===== src/rtl/tone_demod_pkg.sv =====
package tone_demod_pkg;
  typedef struct packed {
    logic vld;
    logic sym;
  } sym_evt_t;
endpackage


===== src/rtl/tone_demod_discrim.sv =====
// Delay-and-multiply discriminator
module tone_demod_discrim #(
  parameter int SMP_W = 8,
  parameter int DLY   = 4,
  parameter int SHR   = 2,
  parameter int ACC_W = 16
) (
  input  logic                    clk_i,
  input  logic                    rst_ni,
  input  logic                    en_i,
  input  logic signed [SMP_W-1:0] smp_i,
  output logic signed [ACC_W-1:0] prod_o
);
  localparam int MUL_W = 2 * SMP_W;

  logic signed [SMP_W-1:0] dly_q [DLY];
  logic signed [MUL_W-1:0] mul;
  logic signed [ACC_W-1:0] mul_ext;

  always_ff @(posedge clk_i or negedge rst_ni) begin
    if (!rst_ni) dly_q[0] <= '0;
    else if (en_i) dly_q[0] <= smp_i;
  end

  for (genvar k = 1; k < DLY; k++) begin : g_tap
    always_ff @(posedge clk_i or negedge rst_ni) begin
      if (!rst_ni) dly_q[k] <= '0;
      else if (en_i) dly_q[k] <= dly_q[k-1];
    end
  end

  assign mul     = smp_i * dly_q[DLY-1];
  assign mul_ext = ACC_W'(mul);
  assign prod_o  = mul_ext >>> SHR;
endmodule


===== src/rtl/tone_demod_lpf.sv =====
// First-order shift-add low-pass
module tone_demod_lpf #(
  parameter int ACC_W = 16
) (
  input  logic                    clk_i,
  input  logic                    rst_ni,
  input  logic                    en_i,
  input  logic signed [ACC_W-1:0] x_i,
  output logic signed [ACC_W-1:0] y_nxt_o
);
  logic signed [ACC_W-1:0] x_prev_q, y_q;

  // feedback ~0.656 = 1/2 + 1/8 + 1/32
  assign y_nxt_o = x_prev_q + x_i + (y_q >>> 1) + (y_q >>> 3) + (y_q >>> 5);

  always_ff @(posedge clk_i or negedge rst_ni) begin
    if (!rst_ni) begin
      x_prev_q <= '0;
      y_q      <= '0;
    end else if (en_i) begin
      x_prev_q <= x_i;
      y_q      <= y_nxt_o;
    end
  end
endmodule


===== src/rtl/tone_demod_clkrec.sv =====
// Nudged phase accumulator symbol picker
module tone_demod_clkrec
  import tone_demod_pkg::*;
#(
  parameter int PH_STEP = 8,
  parameter int PH_WRAP = 64,
  parameter int PH_W    = 7
) (
  input  logic            clk_i,
  input  logic            rst_ni,
  input  logic            en_i,
  input  logic            slice_i,
  output sym_evt_t        evt_o,
  output logic [PH_W-1:0] ph_o
);
  localparam logic [PH_W-1:0] HALF = PH_W'(PH_WRAP / 2);
  localparam logic [PH_W-1:0] WRAP = PH_W'(PH_WRAP);
  localparam logic [PH_W-1:0] STEP = PH_W'(PH_STEP);

  logic [PH_W-1:0] ph_q, ph_nudge, ph_sum, ph_d;
  logic            slice_q, edge_seen, take;

  assign edge_seen = slice_i ^ slice_q;

  always_comb begin
    ph_nudge = ph_q;
    if (edge_seen) ph_nudge = (ph_q < HALF) ? ph_q + PH_W'(1) : ph_q - PH_W'(1);
    ph_sum = ph_nudge + STEP;
    take   = (ph_sum >= WRAP);
    ph_d   = take ? ph_sum - WRAP : ph_sum;
  end

  always_ff @(posedge clk_i or negedge rst_ni) begin
    if (!rst_ni) begin
      ph_q    <= '0;
      slice_q <= 1'b0;
    end else if (en_i) begin
      ph_q    <= ph_d;
      slice_q <= slice_i;
    end
  end

  assign evt_o.vld = en_i & take;
  assign evt_o.sym = slice_i;
  assign ph_o      = ph_q;
endmodule


===== src/rtl/tone_demod_nrzi.sv =====
// Change-of-level decoder with output strobe
module tone_demod_nrzi
  import tone_demod_pkg::*;
(
  input  logic     clk_i,
  input  logic     rst_ni,
  input  sym_evt_t evt_i,
  output logic     bit_o,
  output logic     vld_o
);
  logic prev_q;

  always_ff @(posedge clk_i or negedge rst_ni) begin
    if (!rst_ni) begin
      prev_q <= 1'b0;
      bit_o  <= 1'b0;
      vld_o  <= 1'b0;
    end else begin
      vld_o <= evt_i.vld;
      if (evt_i.vld) begin
        bit_o  <= (evt_i.sym == prev_q);
        prev_q <= evt_i.sym;
      end
    end
  end
endmodule


===== src/rtl/tone_demod.sv =====
module tone_demod
  import tone_demod_pkg::*;
#(
  parameter int SMP_W   = 8,
  parameter int DLY     = 4,
  parameter int SHR     = 2,
  parameter int ACC_W   = 16,
  parameter int PH_STEP = 8,
  parameter int PH_WRAP = 64
) (
  input  logic             clk_i,
  input  logic             rst_ni,
  input  logic             smp_en_i,
  input  logic [SMP_W-1:0] smp_i,
  output logic             bit_o,
  output logic             bit_vld_o
);
  localparam int PH_W = $clog2(PH_WRAP + PH_STEP + 2);

  logic signed [ACC_W-1:0] prod_w, y_nxt_w;
  logic                    slice_w;
  sym_evt_t                evt_w;
  logic [PH_W-1:0]         ph_w;

  tone_demod_discrim #(.SMP_W(SMP_W), .DLY(DLY), .SHR(SHR), .ACC_W(ACC_W)) u_disc (
    .clk_i(clk_i), .rst_ni(rst_ni), .en_i(smp_en_i),
    .smp_i($signed(smp_i)), .prod_o(prod_w)
  );

  tone_demod_lpf #(.ACC_W(ACC_W)) u_lpf (
    .clk_i(clk_i), .rst_ni(rst_ni), .en_i(smp_en_i),
    .x_i(prod_w), .y_nxt_o(y_nxt_w)
  );

  // strictly positive slices to 1
  assign slice_w = !y_nxt_w[ACC_W-1] && (y_nxt_w != '0);

  tone_demod_clkrec #(.PH_STEP(PH_STEP), .PH_WRAP(PH_WRAP), .PH_W(PH_W)) u_rec (
    .clk_i(clk_i), .rst_ni(rst_ni), .en_i(smp_en_i),
    .slice_i(slice_w), .evt_o(evt_w), .ph_o(ph_w)
  );

  tone_demod_nrzi u_nrzi (
    .clk_i(clk_i), .rst_ni(rst_ni), .evt_i(evt_w),
    .bit_o(bit_o), .vld_o(bit_vld_o)
  );
endmodule


===== config.mk =====
export PLATFORM = sky130hd
export DESIGN_NAME = tone_demod
export DESIGN_NICKNAME = d
export VERILOG_FILES = /design/src/rtl/tone_demod_pkg.sv /design/src/rtl/tone_demod_discrim.sv /design/src/rtl/tone_demod_lpf.sv /design/src/rtl/tone_demod_clkrec.sv /design/src/rtl/tone_demod_nrzi.sv /design/src/rtl/tone_demod.sv
export SDC_FILE = /design/constraint.sdc
export NUM_CORES = 1
export LEC_CHECK = 0
export ABC_CLOCK_PERIOD_IN_PS = 11600
export BUFFER_PORTS_ARGS = -buffer_cell sky130_fd_sc_hd__buf_2
export CAP_MARGIN = 25
export CORE_ASPECT_RATIO = 1.25
export CORE_MARGIN = 4
export CORE_UTILIZATION = 62
export CTS_BUF_LIST = sky130_fd_sc_hd__clkbuf_4 sky130_fd_sc_hd__clkbuf_8
export CTS_CLUSTER_SIZE = 25
export DETAILED_ROUTE_END_ITERATION = 12
export GPL_TIMING_DRIVEN = 1
export PLACE_DENSITY = 0.79
export REMOVE_ABC_BUFFERS = 1
export SKIP_LAST_GASP = 1
export SLEW_MARGIN = 20
export SYNTH_ARGS = -nofsm -noshare
export SYNTH_HDL_FRONTEND = slang
export SYNTH_SLANG_ARGS = --single-unit

===== constraint.sdc =====
create_clock -name clk_i -period 11.6 [get_ports clk_i]
set_clock_uncertainty 0.2 [all_clocks]
set_input_delay 0 -clock clk_i [delete_from_list [all_inputs] [get_ports clk_i]]
set_output_delay 0 -clock clk_i [all_outputs]
set_load 0.1 [all_outputs]

======== Yosys cells after proc, flatten, opt, wreduce, memory -nomap -nowiden ========
Index checks and enable logic that the tools add are counted.
word-level totals
  register bits ........................... 73
  input bits .............................. 11
  output and inout bits ................... 2
  logic and storage cells ................. 31
operators by class
  $add $sub $neg .......................... 8
  multipliers ............................. 1
  $lt $le $gt $ge ......................... 2
  eq/ne operators ......................... 1
  multiplexer cells ....................... 3
  bitwise logic cells ..................... 2
  reductions and logical operators ........ 3
operator list
  operator                                             count
  two-way mux 7 bit                                    3
  adder 15 x 15 -> 16 bit                              1
  adder 16 x 11 -> 16 bit                              1
  adder 16 x 13 -> 16 bit                              1
  multiplier 8 x 8 -> 16 bit                           1
  nonzero test 16 bit                                  1
  adder 14 x 14 -> 15 bit                              1
  adder 7 x 1 -> 7 bit (second input constant)         1
  adder 7 x 4 -> 7 bit (second input constant)         1
  >= comparator 7 bit (second input constant)          1
  < comparator 7 x 6 -> 1 bit (second input constant)  1
  subtractor 7 x 1 -> 7 bit (second input constant)    1
  subtractor 7 bit (second input constant)             1
  bitwise AND 1 bit                                    1
  == test 1 bit                                        1
  logical AND 1 bit                                    1
  logical NOT 1 bit                                    1
  XOR 1 bit                                            1

======== Longest topological paths before layout ========
Gate-level depths: netlist of run 1.
  word-level depth ........................ 12
  mapped depth ............................ 39
  gate-level depth less buffers ........... 38

======== Hierarchy ========
From an unflattened synthesis of run 1, not the netlist that was laid out.
unflattened totals
  cell total of the unflattened synthesis .. 751
  area total of the unflattened synthesis .. 7407.1 sq um
by module, submodules not included
  module              times used  cells an instance  area each (sq um)  sequential area each (sq um)
  tone_demod_discrim  1           356                3706.1             800.8
  tone_demod_lpf      1           323                3006.6             775.7
  tone_demod_clkrec   1           61                 551.8              175.2
  tone_demod_nrzi     1           6                  110.1              75.1
  tone_demod          1           5                  32.5               0.0

======== Worst setup path before layout of run 1 ========
No wires, ideal clock.
  path type ............................... register to register
  from .................................... register u_disc.dly_q[2] in the netlist's numbering
  to ...................................... register u_rec.ph_q[5] (netlist: u_rec.ph_o[5])
  data arrival time ....................... 8.544 ns
  data required time ...................... 11.310 ns
  slack ................................... 2.766 ns
  stages on the path, launching flop included .. 35
  buffers on the path ..................... 0
  clock period less this slack ............ 8.834 ns
  cells stage by stage .................... dfrtp_1 > and2_1 > fa_1 > inv_1 > fa_1 > inv_1 > fa_1 > inv_1 > fa_1 > inv_1 > ha_1 > o21ai_0 > a21boi_1 > o21ai_0 > a21boi_0 > nor2_1 > fa_1 > fa_1 > inv_1 > fa_1 > inv_1 > ha_1 > o21a_1 > a21o_1 > o21a_1 > a21oi_1 > xnor2_1 > nor3_1 > a41oi_4 > xnor2_2 > mux2_1 > ha_1 > xor2_1 > or3_1 > o2111ai_1
between the ends
  cells in the longest elaborated chain, start to end .. 12
  elaborated cells between the ends (all ways) .. 14
  classes of those cells .................. add/sub: 6; mul: 1; order compare: 1; mux: 2; bitwise: 1; reduce/logical: 3
ends and longest elaborated chain
  element                                                          line                                              RTL
  start: declaration                                               tone_demod_discrim.sv:16                          logic signed [SMP_W-1:0] dly_q [DLY];
  start signal: indexed assignment                                 tone_demod_discrim.sv:28                          else if (en_i) dly_q[k] <= dly_q[k-1];
  multiplier 8 x 8 -> 16 bit (*)                                   tone_demod_discrim.sv:32                          assign mul = smp_i * dly_q[DLY-1];
  named net prod_w[8]                                              tone_demod.sv:20                                  logic signed [ACC_W-1:0] prod_w, y_nxt_w;
  adder 14 x 14 -> 15 bit (*)                                      tone_demod_lpf.sv:14                              assign y_nxt_o = x_prev_q + x_i + (y_q >>> 1) + (y_q >>> 3) + (y_q >>> 5);
  adder 15 x 15 -> 16 bit (*)                                      tone_demod_lpf.sv:14
  adder 16 x 13 -> 16 bit (*)                                      tone_demod_lpf.sv:14
  adder 16 x 11 -> 16 bit (*)                                      tone_demod_lpf.sv:14
  nonzero test 16 bit / logical NOT 1 bit (equally long branches)  tone_demod.sv:36                                  assign slice_w = !y_nxt_w[ACC_W-1] && (y_nxt_w != '0);
  logical AND 1 bit (*)                                            tone_demod.sv:36
  XOR 1 bit (*)                                                    tone_demod_clkrec.sv:23                           assign edge_seen = slice_i ^ slice_q;
  two-way mux 7 bit (*)                                            tone_demod_clkrec.sv:27                           if (edge_seen) ph_nudge = (ph_q < HALF) ? ph_q + PH_W'(1) : ph_q - PH_W'(1);
  adder 7 x 4 -> 7 bit (*)                                         tone_demod_clkrec.sv:28                           ph_sum = ph_nudge + STEP;
  subtractor 7 bit / >= comparator 7 bit (equally long branches)   tone_demod_clkrec.sv:30, tone_demod_clkrec.sv:29
  two-way mux 7 bit (*)                                            tone_demod_clkrec.sv:30                           ph_d = take ? ph_sum - WRAP : ph_sum;
  end signal: assignment                                           tone_demod_clkrec.sv:38                           ph_q <= ph_d;
  end: declaration                                                 tone_demod_clkrec.sv:20                           logic [PH_W-1:0] ph_q, ph_nudge, ph_sum, ph_d;
Mark *: on every way through the listed nets, which the timed path passes. The rest lies on a longest branch.
A chain may end at the register's enable or synchronous reset.

======== Final worst setup path of run 1 ========
Ends and elaborated chain as after synthesis.

==> flow_summary.ini, run 1 <==
[run_status]
run_status = finished with violations
violations = hold timing

[grt]
antenna_found_initial = 0
grt_busiest_layer = met2
grt_pass1_wl_um = 25520
gr-total-overflow = 0
grt_max_degree = 79
grtUsageMet1 = 0.2785
grt.total_usage = 0.2339
grt_use_met3 = 0.04036
grt.met2_usage = 0.4341
grt_pass1_vias = 5641

[route]
routed_via_density = 5.648
vias = 5066
drt_drc_violations_left = 0
drtIter0Drc = 216
routed_wl_um = 13990
post_drt_wl_per_cell_um = 15.60
first_pass_iters = 5
ant_nets = 0

[layout]
num-fill-cells = 910
layout.area.seq_mm2 = 0.001777
final_common_cell = inv_1
multi_input_area_mm2 = 0.004867
final_core_util = 0.6780
final_cell_mix = 161 x inv_1, 94 x fa_1, 71 x dfrtp_1, 55 x ha_1, 46 x nand2_1
drive_gt1_frac = 0.09881
area_growth_pct = 7.314
diodes = 0
layout.nets = 914

[floorplan]
coreArea_mm2 = 0.01156
dieArea_mm2 = 0.01359
pin_count = 13
start_util = 0.6318
fp.dieH_um = 129.4
fp.dieW_um = 105.1
rows = 44

[worst_setup_path]
endpoint_kind = flip-flop
rr_worst_depth = 34
r2r_setup_slack_ns = 1.99
cpPeakStageDelay_ns = 0.53
cp.depth = 34
cp_common_cell = fa_1
cp.required_ns = 11.67
crit_arrival_ns = 9.68
critPathTopFamily = adder cells
worstReg2RegStart = u_disc.dly_q[2]
crit_fanout = 10
rr_endpoint = u_rec.ph_o[5]
critPathLaunch = u_disc.dly_q[2]
crit_type = flip-flop to flip-flop
slowest_stage = fa_1
cp-endpoint = u_rec.ph_o[5]
crit_buf_inv = 6
critPathLaunchType = flip-flop

[sta]
maxClockFrequency_ghz = 0.1041
relSlewSlack = 0.3969
finalMaxSlewViolations = 0
layout_min_cycle_time_ns = 9.610
setup_viol = 0
rsz0062_at_grt = no
holdWs_ns = -0.001758
finalSetupTns_ns = 0
hold_viol = 2
period_share = 0.8285
tightest_slew_ns = 0.9046

[cts]
insertion_delay_ns = 0.36
htreeDepth = 3
clockBufferDepth = 2
cts.root.buffer_cell = clkbuf_8
numCtsBuffers = 9
post-cts-setup-buffer-count = 0
postCtsResizedCells = 0
cts_tree = yes
hold_buffers = 10
clock_sinks = 71
cts.clk_slew.worst_paths_ns = 0.08

[yosys]
syn_inst = 732
ys_async_sr_fraction = 1.000
synth_area_leaders = fa_1 26%, dfrtp_1 24%, ha_1 9.4%, inv_1 8.3%, mux2_2 5.4%
synth_top_area_cell = fa_1
yosysWarnings = 0
ys.flop_type = dfrtp_1
synth_top_area_share = 0.2576
synth_seq_cells = 71
synthDistinctLibCells = 57
syn_avg_cell_area_um2 = 9.979
syn_area_mm2 = 0.007305
synth_edf_count = 0
ys_seq_area_frac = 0.2432

[run]
cap_violations = 0

[placement]
numPortBuffers = 12
gp_congestion = 0.9514
post-dp-hpwl_um = 10720

[min_path]
hp-class = input pin to asynchronous set/reset pin
tightest hold or removal path: stages:
cell and delay, ns:
dlygate4sd3_1 0.52, buf_2 0.09, buf_4 0.38
through the flow:
step | cells | worst slack, ns | hold WS, ns | instance area [um2]
2_1_floorplan | 718 | 2.766 | -0.4956 | 7252
3_3_place_gp | 870 | 2.450 | 0.07719 | 7500
3_5_place_dp | 870 | 2.062 | 0.08639 | 7500
4_1_cts | 896 | 2.006 | 0.2185 | 7819
5_1_grt | 897 | 1.481 | 0.04198 | 7839
6_report | 897 | 1.990 | -0.001758 | 7839
state kept, by name (all words and copies together), names as in the netlist, named ones only:
name	flops
u_nrzi.prev_q	1
u_disc.dly_q	32
u_lpf.y_q	15
u_lpf.x_prev_q	14
u_nrzi.vld_o	1
u_rec.ph_o	4
u_nrzi.bit_o	1
u_rec.slice_q	1
cell usage after synthesis, drive strengths merged (8+ instances only):
| cell type | instances |
|---|---|
| o21ai | 35 |
| nor2 | 30 |
| mux2 | 39 |
| fa | 94 |
| and2 | 42 |
| clkbuf | 14 |
| nand2 | 46 |
| xnor2 | 24 |
| ha | 55 |
| inv | 161 |
| dfrtp | 71 |
| a21oi | 18 |
| xor2 | 8 |
layout make-up:
class	count	area share
clock buffers	9	0.01580
clock inverters	7	0.01213
inverters	162	0.07757
multi-input cells	485	0.6209
flip-flops and latches	71	0.2267
well taps	138	0.02203
repair buffers	25	0.02490
logic make-up after synthesis:
| group | count (synthesis) | share of synthesized area |
|---|---|---|
| buffers and inverters | 176 | 0.09044 |
| adders and majority gates | 149 | 0.3518 |
| xor gates and xnor gates | 33 | 0.04351 |
| and+or+nand+nor | 164 | 0.1158 |
| DFF | 71 | 0.2432 |
| muxes | 44 | 0.06800 |
| AOI/OAI and AO/OA | 95 | 0.08719 |
routing by layer:
metal,wire length [um],part of all wire,up-vias
met5,0,0,-
met4,261,0.019,0
met3,507,0.036,20
met2,7494,0.54,105
met1,5732,0.41,2572
li1,-,-,2369
how the worst min path moves through the flow:
stage / startpoint / to / depth (start not counted)
2_1_floorplan: rst_ni / asynchronous set/reset pin / 0
3_3_place_gp: rst_ni / u_disc.dly_q[17] / 2
3_5_place_dp: rst_ni / u_disc.dly_q[1] / 2
4_1_cts: rst_ni / u_disc.dly_q[8] / 3
5_1_grt: rst_ni / u_lpf.x_prev_q[0] / 3
6_report: rst_ni / u_lpf.x_prev_q[2] / 3
Power of run 1 is left out: the tool's default activity adds up to more than one toggle a clock period on the data nets, which glitch-free logic cannot reach.
==> run 2: changes to the inputs <==
Settings changed: ABC_AREA set to 1, ABC_CLOCK_PERIOD_IN_PS 11600 to 7890, CORE_UTILIZATION 62 to 60, PLACE_DENSITY 0.79 to 0.8.
Clock period 11.6 ns to 7.89 ns, I/O delays scaled along.
==> flow_summary.ini, run 2 <==
[floorplan]
fp.dieW_um = 107.6
fp.dieH_um = 132.5
coreArea_mm2 = 0.01216
rows = 45
dieArea_mm2 = 0.01426
start_util = 0.6120
pin_count = 13

[sta]
tightest_slew_ns = 0.7198
setup_ws_ns = -0.2510
layout_min_cycle_time_ns = 8.141
maxClockFrequency_ghz = 0.1228
relSlewSlack = 0.5201
period_share = 1.032
hold_viol = 0
finalSetupTns_ns = -1.523
finalMaxSlewViolations = 0
rsz0062_at_grt = yes
setup_viol = 9
holdWs_ns = 0.02587

[layout]
multi_input_area_mm2 = 0.005025
final_core_util = 0.7294
num-fill-cells = 866
layout.area.seq_mm2 = 0.001784
top_regs = u_disc.dly_q x32, u_lpf.y_q x15, u_lpf.x_prev_q x14
final_common_cell = inv_1
area_growth_pct = 19.18
final_cell_mix = 236 x inv_1, 228 x nand2_1, 92 x fa_1, 65 x dfrtp_1, 57 x buf_4
finalNonFillerCells = 1174
diodes = 0
layout.nets = 1166
regMostFlops = u_disc.dly_q
largest_reg_flops = 32
drive_gt1_frac = 0.1782

[route]
drtIter0Drc = 387
wl_met1_um = 6480
vias = 6106
first_pass_iters = 5
routed_via_density = 5.201
routed_wl_um = 17060
dr_wl_met2_um = 9134
maxUsedRoutingLayer = met4
ant_nets = 0
drt_drc_violations_left = 0
post_drt_wl_per_cell_um = 14.53
wl_met3_um = 741

[worst_setup_path]
critPathLaunchType = flip-flop
crit_arrival_ns = 8.24
cp_common_cell = inv_2
cp.required_ns = 7.98
crit_type = flip-flop to flip-flop
crit_fanout = 4
cpPeakStageDelay_ns = 0.58
slowest_stage = fa_1
endpoint_kind = flip-flop

[min_path]
hp-class = input pin to flip-flop

[cts]
cts.root.buffer_cell = clkbuf_8
htreeDepth = 3
cts_tree = yes
numCtsBuffers = 9
clockBufferDepth = 2
clock_sinks = 71
insertion_delay_ns = 0.37
cts.clk_slew.worst_paths_ns = 0.08

[yosys]
synthDistinctLibCells = 26
synth_top_area_cell = fa_1
synth_area_leaders = fa_1 25%, dfrtp_1 24%, inv_1 13%, nand2_1 12%, ha_1 9.2%
yosysWarnings = 0
ys_seq_area_frac = 0.2387
syn_inst = 940
ys_async_sr_fraction = 1.000
synth_edf_count = 0
synth_commonest_cells = 254 x inv_1, 239 x nand2_1, 94 x fa_1
ys.flop_type = dfrtp_1
synth_seq_cells = 71
syn_area_mm2 = 0.007443
yosysMostFrequentCell = inv_1
synth_top_area_share = 0.2528
syn_avg_cell_area_um2 = 7.918

[grt]
antenna_found_initial = 0
grt.total_usage = 0.2401
grt_max_degree = 72
gr-total-overflow = 0
grt_pass1_wl_um = 27520
grt_pass1_vias = 6231

[placement]
dp_cells = 1129
numPortBuffers = 12
gp_congestion = 0.8744
post-dp-hpwl_um = 11240

[run_status]
violations = setup timing
run_status = finished with violations

[run]
cap_violations = 0
[run 2: cell types whose count changed after synthesis, sizes merged, moves of 8 or more]
cell | previous run | this run
mux2 | 39 | 0
and2 | 42 | 0
xor2 | 8 | 18
xnor2 | 24 | 13
clkbuf | 14 | 27
o21ai | 35 | 60
nand2 | 46 | 244
nand3 | 6 | 38
inv | 161 | 255
nor2 | 30 | 22
[run 2: final timing paths]
| path | startpoint | endpoint | slack, ns | cells after the start |
|---|---|---|---|---|
| setup / recovery | u_disc.dly_q[4] | u_rec.ph_o[5] | -0.25 | 43 |
| setup reg to reg | u_disc.dly_q[4] | u_rec.ph_o[5] | -0.25 | 43 |
| max in group asynchronous | rst_ni | u_disc.dly_q[3] | 6.47 | 4 |
| hold / removal | smp_en_i | u_disc.dly_q[17] | 0.03 | 4 |
| min in group asynchronous | rst_ni | u_disc.dly_q[16] | 0.44 | 3 |
| hold reg to reg | u_nrzi.bit_o | u_nrzi.bit_o | 0.27 | 2 |
[run 2: worst max-delay path: cells and delay by family, from the launching register on]
family | cells | cell delay, ns
adders and majority gates | 10 | 4.28
and+or+nand+nor | 17 | 1.60
AOI/OAI and AO/OA | 6 | 0.88
buffers and inverters | 9 | 0.47
DFF | 1 | 0.43
xor gates and xnor gates | 1 | 0.19
[run 2: logic make-up after synthesis]
kind of cell             Yosys count  synth area share
flip-flops                        71            0.2387
XOR/XNOR                          31           0.03648
buffers and inverters            282            0.1422
AND/OR/NAND/NOR                  317            0.1730
AO/OA/AOI/OAI                     90           0.06438
adder cells (fa/ha/maj)          149            0.3453
[run 2: timing repair]
action,4_1_cts,5_1_grt
hold buffers,9,1
gates resized for setup,42,69
endpoints found under the setup margin,9,10
pin swaps,19,48
hold endpoints to repair,79,26
setup buffers,4,15
[run 2: routing by layer]
metal,track usage,vias up
met3,0.03758,64
li1,-,2888
met5,0,-
met2,0.4250,176
met1,0.2963,2978
met4,0.08211,0
[run 2: layout make-up]
| cell class | count | share of cell area |
|---|---|---|
| clock buffers | 10 | 0.01551 |
| repair buffers | 82 | 0.07362 |
| inverters | 255 | 0.1082 |
| well taps | 164 | 0.02313 |
| flip-flops and latches | 71 | 0.2011 |
| multi-input cells | 587 | 0.5664 |
| clock inverters | 5 | 0.01199 |
[run 2: per-stage QoR]
| stage | cell area [um2] | worst slack, ns |
|---|---|---|
| 4_1_cts | 8469 | 0.006708 |
| 6_report | 8871 | -0.2510 |
| 5_1_grt | 8871 | -0.6709 |
| 2_1_floorplan | 7342 | 0.2602 |
| 3_5_place_dp | 7910 | -0.3549 |
| 3_3_place_gp | 7910 | -0.2072 |
Power of run 2 is left out for the same reason.
==> run 3: changes to the inputs <==
Settings changed: CELL_PAD_IN_SITES_DETAIL_PLACEMENT set to 2, CELL_PAD_IN_SITES_GLOBAL_PLACEMENT set to 2, CORE_UTILIZATION 60 to 36, PLACE_DENSITY 0.8 to unset, PLACE_DENSITY_LB_ADDON set to 0.1.
==> flow_summary.ini, run 3 (synthesized netlist as in run 2, its figures left out) <==
[layout]
multi_input_area_mm2 = 0.005319
final_cell_mix = 231 x inv_1, 214 x nand2_1, 104 x buf_4, 90 x fa_1, 67 x dfrtp_1
num-fill-cells = 2202
top_regs = u_disc.dly_q x32, u_lpf.y_q x15, u_lpf.x_prev_q x14
final_common_cell = inv_1
finalNonFillerCells = 1331
largest_reg_flops = 32
regMostFlops = u_disc.dly_q
layout.area.seq_mm2 = 0.001782
diodes = 0
layout.nets = 1216
drive_gt1_frac = 0.2630
postLayoutCellArea_mm2 = 0.009617
area_growth_pct = 29.20

[sta]
layout_min_cycle_time_ns = 8.629
setup_ws_ns = -0.7388
relSlewSlack = 0.4064
hold_viol = 0
tightest_slew_ns = 0.8904
finalMaxSlewViolations = 0
holdWs_ns = 0.01274
setup_viol = 14
rsz0062_at_grt = yes
period_share = 1.094
maxClockFrequency_ghz = 0.1159

[floorplan]
fp.dieW_um = 136.6
coreArea_mm2 = 0.02025
dieArea_mm2 = 0.02306
rows = 58
pin_count = 13
start_util = 0.3676
fp.dieH_um = 168.8

[cts]
numCtsBuffers = 9
cts_tree = yes
htreeDepth = 3
clock_sinks = 71
clockBufferDepth = 2
insertion_delay_ns = 0.39
cts.clk_slew.worst_paths_ns = 0.09
cts.root.buffer_cell = clkbuf_8

[route]
first_pass_iters = 4
vias = 6523
post_drt_wl_per_cell_um = 20.80
drt_drc_violations_left = 0
routed_via_density = 4.901
routed_wl_um = 27690
drtIter0Drc = 233
ant_nets = 0

[worst_setup_path]
crit_buf_inv = 14
crit_type = flip-flop to flip-flop
worstReg2RegStart = u_disc.dly_q[3]
critPathLaunchType = flip-flop
endpoint_kind = flip-flop
cp_common_cell = fa_1
crit_arrival_ns = 8.73
rr_endpoint = u_nrzi.vld_o
crit_fanout = 6
critPathTopFamily = adder cells
cp.required_ns = 7.99
cpPeakStageDelay_ns = 0.58
rr_worst_depth = 41
r2r_setup_slack_ns = -0.74
slowest_stage = fa_1

[grt]
grt_pass1_wl_um = 41480
gr-total-overflow = 0
antenna_found_initial = 0
grtUsageMet1 = 0.2476
grt_max_degree = 82
grt.met2_usage = 0.4693
grt_use_met3 = 0.02111
grt_busiest_layer = met2
grt_pass1_vias = 8022
grt.total_usage = 0.2313

[min_path]
hp-start = smp_en_i
whs_path_depth = 4
hp-class = input pin to flip-flop
holdPathEnd = u_disc.dly_q[16]

[placement]
post-dp-hpwl_um = 16930
numPortBuffers = 12
gp_congestion = 0.7961
dp_cells = 1266
place_area_mm2 = 0.008275

[run]
cap_violations = 0

[run_status]
violations = setup timing
run_status = finished with violations
[run 3: worst max path at each step]
stage	startpoint	end	slack, ns	cells past startpoint
after floorplan	u_disc.dly_q[0]	u_rec.ph_o[5]	0.26	45
after global placement	u_disc.dly_q[1]	u_rec.ph_o[5]	-0.25	45
after detailed placement	u_disc.dly_q[1]	u_rec.ph_o[5]	-0.73	45
after CTS	u_disc.dly_q[3]	u_rec.ph_o[5]	-0.19	45
after global routing	u_disc.dly_q[3]	u_rec.ph_o[5]	-1.08	44
final	u_disc.dly_q[3]	u_nrzi.vld_o	-0.74	41
[run 3: layer usage]
layer  wire length (um)  vias to the layer above
li1                   -                     2982
met1              10240                     3427
met2              16350                       71
met3                396                       43
met4                701                        0
met5                  0                        -
[run 3: repair_timing]
| action | in CTS | in global routing |
|---|---|---|
| endpoints found under the setup margin | 10 | 14 |
| pin swaps | 59 | 33 |
| hold buffers | 9 | 0 |
| resized for setup | 111 | 67 |
| gates cloned | 0 | 0 |
| endpoints found under the hold margin | 79 | 0 |
| setup buffers | 32 | 9 |
[run 3: worst register-to-register path, delay by kind of cell (launching register included)]
kind,cells,cell delay [ns]
and+or+nand+nor,12,1.20
AOI/OAI and AO/OA,5,1.07
xor gates and xnor gates,1,0.25
buffers and inverters,14,1.18
DFF,1,0.49
adders and majority gates,9,4.13
[run 3: through the flow]
stage / setup TNS [ns] / worst slack (ns) / util
floorplan: 0 / 0.2602 / -
global placement: -1.380 / -0.2491 / 0.4087
detailed placement: -5.780 / -0.7331 / 0.4087
CTS: -1.145 / -0.1908 / 0.4583
global route: -11.03 / -1.082 / 0.4750
finish: -6.619 / -0.7388 / 0.4750
[run 3: area by class of cell]
cell class	count	area share
Clock buffer	13	0.01665
Clock inverter	3	0.004424
Inverter	255	0.09979
Multi-Input combinational cell	587	0.5531
Sequential cell	71	0.1853
Tap cell	270	0.03513
Timing Repair Buffer	132	0.1056
Power of run 3 is left out for the same reason.
